### config.mk
export PLATFORM = sky130hd
export DESIGN_NAME = ret_seq
export DESIGN_NICKNAME = d
export VERILOG_FILES = /design/src/rtl/ret_seq.sv
export SDC_FILE = /design/constraint.sdc
export NUM_CORES = 1
export LEC_CHECK = 0
export CORE_ASPECT_RATIO = 2
export CORE_MARGIN = 4
export CORE_UTILIZATION = 50
export CTS_CLUSTER_SIZE = 24
export DETAILED_ROUTE_END_ITERATION = 8
export PLACE_DENSITY = 0.83
export SLEW_MARGIN = 25
export SYNTH_ARGS = -nofsm -noshare
export SYNTH_HDL_FRONTEND = slang
export SYNTH_SLANG_ARGS = --single-unit
### constraint.sdc
create_clock -name clk -period 4.07 [get_ports clk]
set_clock_uncertainty 0.2 [all_clocks]
set_input_delay 0.814 -clock clk [delete_from_list [all_inputs] [get_ports clk]]
set_output_delay 0.814 -clock clk [all_outputs]
set_load 0.02 [all_outputs]
### src/rtl/ret_seq.sv
module ret_seq #(
  parameter int W = 16
) (
  input  logic         clk,
  input  logic         rst,
  input  logic         start,
  input  logic         far_sel,
  input  logic [W-1:0] pop_adj,
  input  logic         sp_wr,
  input  logic [W-1:0] sp_wdata,
  output logic         mem_rd,
  output logic [W-1:0] mem_addr,
  input  logic [7:0]   mem_rdata,
  output logic [W-1:0] ip_q,
  output logic [W-1:0] cs_q,
  output logic [W-1:0] sp_q,
  output logic         busy,
  output logic         done
);

  typedef enum logic [2:0] {
    S_IDLE, S_IP0, S_IP1, S_IP2, S_CS0, S_CS1, S_CS2, S_ADJ
  } st_t;

  st_t          st;
  logic         far_q;
  logic [W-1:0] adj_q;

  assign busy     = (st != S_IDLE);
  assign mem_rd   = (st == S_IP0) || (st == S_IP1) || (st == S_CS0) || (st == S_CS1);
  assign mem_addr = ((st == S_IP1) || (st == S_CS1)) ? sp_q + W'(1) : sp_q;

  always_ff @(posedge clk) begin
    if (rst) begin
      st    <= S_IDLE;
      far_q <= 1'b0;
      adj_q <= '0;
      ip_q  <= '0;
      cs_q  <= '0;
      sp_q  <= '0;
      done  <= 1'b0;
    end else begin
      done <= 1'b0;
      case (st)
        S_IDLE: begin
          if (sp_wr) sp_q <= sp_wdata;
          if (start) begin
            far_q <= far_sel;
            adj_q <= pop_adj;
            st    <= S_IP0;
          end
        end
        S_IP0: st <= S_IP1;
        S_IP1: begin
          ip_q[7:0] <= mem_rdata;
          st        <= S_IP2;
        end
        S_IP2: begin
          ip_q[15:8] <= mem_rdata;
          sp_q       <= sp_q + W'(2);
          st         <= far_q ? S_CS0 : S_ADJ;
        end
        S_CS0: st <= S_CS1;
        S_CS1: begin
          cs_q[7:0] <= mem_rdata;
          st        <= S_CS2;
        end
        S_CS2: begin
          cs_q[15:8] <= mem_rdata;
          sp_q       <= sp_q + W'(2);
          st         <= S_ADJ;
        end
        S_ADJ: begin
          sp_q <= sp_q + adj_q;
          done <= 1'b1;
          st   <= S_IDLE;
        end
        default: st <= S_IDLE;
      endcase
    end
  end

  assert_done_single_R8: assert property (@(posedge clk) disable iff (rst)
    done |=> !done);

  assert_done_not_busy_R8: assert property (@(posedge clk) disable iff (rst)
    done |-> !busy);

  assert_read_in_run_R10: assert property (@(posedge clk) disable iff (rst)
    mem_rd |-> busy);

  assert_ip_hold_idle_R3: assert property (@(posedge clk) disable iff (rst)
    !busy |=> $stable(ip_q));

  assert_cs_hold_near_R5: assert property (@(posedge clk) disable iff (rst)
    (busy && !far_q) |=> $stable(cs_q));

  assert_sp_hold_R2: assert property (@(posedge clk) disable iff (rst)
    (busy && st != S_IP2 && st != S_CS2 && st != S_ADJ) |=> $stable(sp_q));

  assert_far_latched_R9: assert property (@(posedge clk) disable iff (rst)
    (busy && !done && $past(busy)) |-> $stable(far_q));

endmodule

==> out/metrics.cfg, run 1 <==
[clock_tree]
cts_resized=0
clockBufferDepth=2
cts_root_buf=clkbuf_16
path_clk_slew_ps=50
cts_num_sinks=69
hold_buffers=0
cts_buffers=9
clk_latency_ps=340
cts_tree=built
cts_setup_buffers=0
htreeDepth=3

[logic_synthesis]
synth-async-reset-ratio=0
synth_area_per_cell_um2=7.523
synth_seq_cells=69
ys.flop_type=dfxtp_1
synth-edff-count=0
seq_area_frac_synth=0.3413
synth_warnings=0
syn-cell-area_um2=4048
synth_cells=538
yosysUniqueCellTypes=61
syn_nets=601

[finish]
final_nets=701
n_antenna_cell=0
final_area_um2=5475
final_cell_mix=nand2_1, clkdlybuf4s50_1, dfxtp_1
syn_to_final_growth_pct=35.27
regArea_um2=1381
fillers=714
layout_commonest_cell=nand2_1
drive_gt1_frac=0.05452
multi_input_area_um2=2470

[worst_setup_path]
path_max_fanout=18
cp_top_family=simple AND/OR/NAND/NOR gates
path_cells=buf_4 -> and3b_1 -> o21ai_1 -> nor2_2 -> nand3_1 -> nor3_1 -> xor2_1 -> clkdlybuf4s50_1
timing.rr.start=sp_q[1]
required_ps=3060
endpoint=mem_addr[12]
cp_num_cells=8
crit_type=reg -> out
worstRegToRegCells=8
timing.rr.end=sp_q[12]
setup.worst_path.start=st[1]
cp-end-kind=output port
reg2reg_slack_ps=1180
crit_arrival_ps=2790
crit_buf_inv=2
slowest_stage=clkdlybuf4s50_1
max_stage_delay_ps=640
cp-start-kind=flop

[detailed_routing]
routed_via_density=5.848
dr.pass1.iters=5
wirelength_um=13230
drt-initial-drc-count=260
wire_per_inst_um=17.92
detail-route-antenna-nets=0
via_count=4316
drc=0

[min_path]
worst_hold_path_type=reg -> reg

[placed_design]
post-dp-hpwl_um=10090
io_buffers=111
placed_cell_area_um2=5194
place.gp.congestion=1.011
dp_slack_ps=644.8

[global_routing]
antenna_found_initial=0
grtUsageTotal=0.2773
grt_pass1_wl_um=20980
grt_max_degree=61
overflow=0
grt_pass1_vias=4399

[power]
power_density_nw_per_um2=373.8
ir_worst_vdd_v=0.0002542
power.leakage_nw=2.161

[timing]
post-route-period-util=0.9357
tns_ps=0
worst_slew_pin_slew_ps=743.1
fmax_mhz=262.6
report.final.slew_viol_count=0
setup_violations=0
worst_slack_ps=261.7
slew_headroom=0.5034
min_period_ps=3808
holdWs_ps=252.6
rsz0062_at_grt=false
hold_violations=0

[die]
core-area_um2=7943
rows=46
io_pins=112
fp.dieW_um=71.62
die_y_um=135.2
start_util=0.5096
die-area_um2=9686

[job]
drv_cap=0

[status]
status=finished clean

==> cell families after synthesis <==
logic type | count (synthesis) | synth area share
and+or+nand+nor | 230 | 0.2594
AOI/OAI and AO/OA | 144 | 0.2170
DFF | 69 | 0.3413
buffers and inverters | 43 | 0.04853
xor gates and xnor gates | 25 | 0.05410
adders and majority gates | 18 | 0.05750
muxes | 9 | 0.02226
==> cell usage after synthesis (5+ instances only) <==
master    count  area share
nand3_1      20       0.025
nor2_1       39       0.036
xor2_1        7       0.015
xnor2_1      18       0.039
a21oi_1      67       0.083
nand4_1       6      0.0093
a211oi_1      7       0.013
nor3_1       12       0.015
inv_1        11       0.010
a21o_1        5      0.0093
clkbuf_1     18       0.017
a31oi_1       5      0.0077
and3_1       10       0.015
nand2_1     114        0.11
ha_1         17       0.053
o21ai_0      23       0.028
dfxtp_1      69        0.34
mux2i_1       9       0.022
buf_2        10       0.012
==> layer usage <==
layer / share of wire / vias to the layer above / routed length, um / global-route usage
met3: 0.056 / 56 / 743 / 0.03343
met1: 0.34 / 1987 / 4499 / 0.2720
met5: 0 / - / 0 / 0
met4: 0.056 / 0 / 737 / 0.1904
met2: 0.55 / 186 / 7246 / 0.5195
li1: - / 2087 / - / -
==> state kept, by name, summed over array words and instances (netlist names) <==
register,cells
sp_q,16
done,1
st,3
far_q,1
adj_q,16
ip_q,16
cs_q,16
==> stage by stage <==
| stage | util | total power [mW] | instances |
|---|---|---|---|
| 6_report | 0.6894 | 2.047 | 738 |
| 5_1_grt | 0.6894 | 2.131 | 738 |
| 4_1_cts | 0.6894 | 2.049 | 738 |
| 3_5_place_dp | 0.6539 | 1.300 | 723 |
| 3_3_place_gp | 0.6539 | 1.289 | 723 |
| 2_1_floorplan | - | 1.084 | 538 |
==> layout make-up <==
type                            count  share of cell area
Sequential cell                    69              0.2523
Multi-Input combinational cell    426              0.4511
Clock inverter                      5            0.009598
Timing Repair Buffer              121              0.2157
Tap cell                           96             0.02194
Clock buffer                       10             0.04182
Inverter                           11            0.007541
==> report_power, final <==
part	internal [mW]	switching (mW)	total [mW]	leakage, nW
clock	0.467	0.288	0.755	0.138
combinational	0.234	0.291	0.525	1.46
sequential	0.717	0.0496	0.766	0.562
==> worst min-delay path by stage <==
stage / from / endpoint / slack [ps] / depth (start not counted)
after global routing: ip_q[4] / ip_q[4] / 280 / 2
after CTS: ip_q[14] / ip_q[14] / 250 / 2
after detailed placement: ip_q[14] / ip_q[14] / 250 / 2
after global placement: ip_q[12] / ip_q[12] / 240 / 2
after floorplan: adj_q[0] / adj_q[0] / 240 / 2
final: ip_q[14] / ip_q[14] / 250 / 2
==> worst reg2reg max path: stages (launching register included) <==
cell       delay, ps
dfxtp_1          510
inv_1            160
fa_1             470
and2b_1          250
o2111ai_2        150
a21oi_2          250
o21ai_1          150
or4b_1           490
a31oi_1          170
No activity file was read; power rests on OpenSTA's default activity.
==> run 2, diff against run 1 <==
--- a/config.mk
+++ b/config.mk
@@ -5,6 +5,7 @@
 export SDC_FILE = /design/constraint.sdc
 export NUM_CORES = 1
 export LEC_CHECK = 0
+export CAP_MARGIN = 5
 export CORE_ASPECT_RATIO = 2
 export CORE_MARGIN = 4
 export CORE_UTILIZATION = 50
==> results of run 2 <==
Same layout as run 1: the final DEF is identical, and so are final timing and power.
==> run 3, diff against run 2 <==
--- a/config.mk
+++ b/config.mk
@@ -8,10 +8,10 @@
 export CAP_MARGIN = 5
 export CORE_ASPECT_RATIO = 2
 export CORE_MARGIN = 4
-export CORE_UTILIZATION = 50
-export CTS_CLUSTER_SIZE = 24
+export CORE_UTILIZATION = 52
+export CTS_CLUSTER_SIZE = 8
 export DETAILED_ROUTE_END_ITERATION = 8
-export PLACE_DENSITY = 0.83
+export PLACE_DENSITY = 0.86
 export SLEW_MARGIN = 25
 export SYNTH_ARGS = -nofsm -noshare
 export SYNTH_HDL_FRONTEND = slang
==> run 3 against run 2 <==
  * Largest power group is now clock
  * Non-clock buffer count shrank 1
  * First-iteration DRC count increased by 66%
  * Critical endpoint unchanged
  * Sequential power increased by 1%
  * Largest cell class unchanged
  * Critical path type unchanged
==> out/metrics.cfg, run 3 (synthesis gave the netlist of run 1 again) <==
[timing]
report.final.slew_viol_count=0
slew_headroom=0.4869
min_period_ps=3771
worst_slew_pin_slew_ps=769.7
tns_ps=0
post-route-period-util=0.9266
setup_violations=0
rsz0062_at_grt=false
hold_violations=0
fmax_mhz=265.2

[power]
ir_worst_vdd_v=0.0002082
power_density_nw_per_um2=382.2
power.leakage_nw=2.164

[placed_design]
io_buffers=111
place.gp.congestion=0.9572
post-dp-hpwl_um=10320
placed_cell_area_um2=5184

[clock_tree]
clockBufferDepth=2
cts_num_sinks=69
htreeDepth=3
cts_buffers=9
clk_latency_ps=340
path_clk_slew_ps=60
cts_root_buf=clkbuf_16
cts_tree=built

[detailed_routing]
wirelength_um=13740
wire_per_inst_um=18.67
via_count=4389
dr.pass1.iters=8
drt-initial-drc-count=432
detail-route-antenna-nets=0
routed_via_density=5.963
drc=0

[worst_setup_path]
timing.rr.start=sp_q[1]
path_max_fanout=7
cp-start-kind=flop
crit_buf_inv=1
slowest_stage=clkdlybuf4s50_1
crit_arrival_ps=2760
max_stage_delay_ps=630
crit_type=reg -> out
path_cells=nor3b_1 -> o21ai_1 -> nor2_2 -> nand3_1 -> nor3_1 -> xor2_1 -> clkdlybuf4s50_1
cp_num_cells=7
cp-end-kind=output port
cp_top_family=simple AND/OR/NAND/NOR gates
required_ps=3060
timing.rr.end=sp_q[12]
worstRegToRegCells=8
reg2reg_slack_ps=1120

[global_routing]
grt_max_degree=68
grtUsageTotal=0.2990
overflow=0
grt_pass1_wl_um=22100
antenna_found_initial=0
grt_pass1_vias=4546

[min_path]
worst_hold_path_type=reg -> reg
holdPathEnd=ip_q[11]
holdPathStages=2
hold_path_startpoint=ip_q[11]

[die]
io_pins=112
rows=45
fp.dieW_um=70.39
start_util=0.5325
die_y_um=132.8
core-area_um2=7601
die-area_um2=9345

[finish]
final_area_um2=5488
final_nets=700
final_cell_mix=nand2_1, clkdlybuf4s50_1, dfxtp_1
fillers=632
n_antenna_cell=0
layout_commonest_cell=nand2_1
drive_gt1_frac=0.05607
syn_to_final_growth_pct=35.58

[job]
drv_cap=0

[status]
status=finished clean

run 3: repair_timing:
action                     CTS  global route
gates resized for setup      0             1
setup endpoints to repair    0             2
buffers inserted             0             0
hold buffers                 0             0
run 3: how the worst max path moves through the flow:
| stage | from | endpoint | slack, ps |
|---|---|---|---|
| after floorplan | sp_q[1] | mem_addr[13] | 1190 |
| after global placement | st[0] | mem_addr[12] | 570 |
| after detailed placement | st[0] | mem_addr[12] | 510 |
| after CTS | st[0] | mem_addr[12] | 140 |
| after global routing | st[1] | mem_addr[12] | 120 |
| final | st[1] | mem_addr[12] | 300 |
run 3: report_power, final:
part / internal [mW] / total (mW) / switching (mW)
registers: 0.717 / 0.775 / 0.0577
clock network: 0.492 / 0.803 / 0.311
logic: 0.233 / 0.519 / 0.287
total: 1.44 / 2.10 / 0.656
run 3: final cells by class:
type / count / area (um2) / area share
repair buffers: 120 / 1174 / 0.2139
clock buffers: 11 / 242.7 / 0.04423
clock inverters: 5 / 60.06 / 0.01094
flip-flops and latches: 69 / 1383 / 0.2519
multi-input cells: 426 / 2470 / 0.4501
inverters: 11 / 41.29 / 0.007524
well taps: 94 / 117.6 / 0.02143
run 3: worst register-to-register path, cell delays in order (launching register included):
cell	delay, ps
dfxtp_1	510
inv_1	160
fa_1	480
and2b_1	260
o2111ai_2	180
a21oi_2	230
o21ai_1	170
or4b_1	510
a31oi_1	170
run 3: metrics by stage:
step	total power, mW	util	setup slack (ps)	hold slack [ps]	instances
6_report	2.097	0.7220	298.9	252.5	736
5_1_grt	2.169	0.7220	119.9	279.0	736
4_1_cts	2.085	0.7218	135.1	253.6	736
3_5_place_dp	1.298	0.6820	515.0	245.9	720
3_3_place_gp	1.288	0.6820	572.7	242.4	720
2_1_floorplan	1.084	-	1192	240.0	538
run 3: layer usage:
layer	share of wire	global-route usage	vias up
met2	0.55	0.5590	211
met5	0	0	-
li1	-	-	2093
met3	0.052	0.04791	56
met1	0.35	0.3028	2029
met4	0.046	0.1684	0
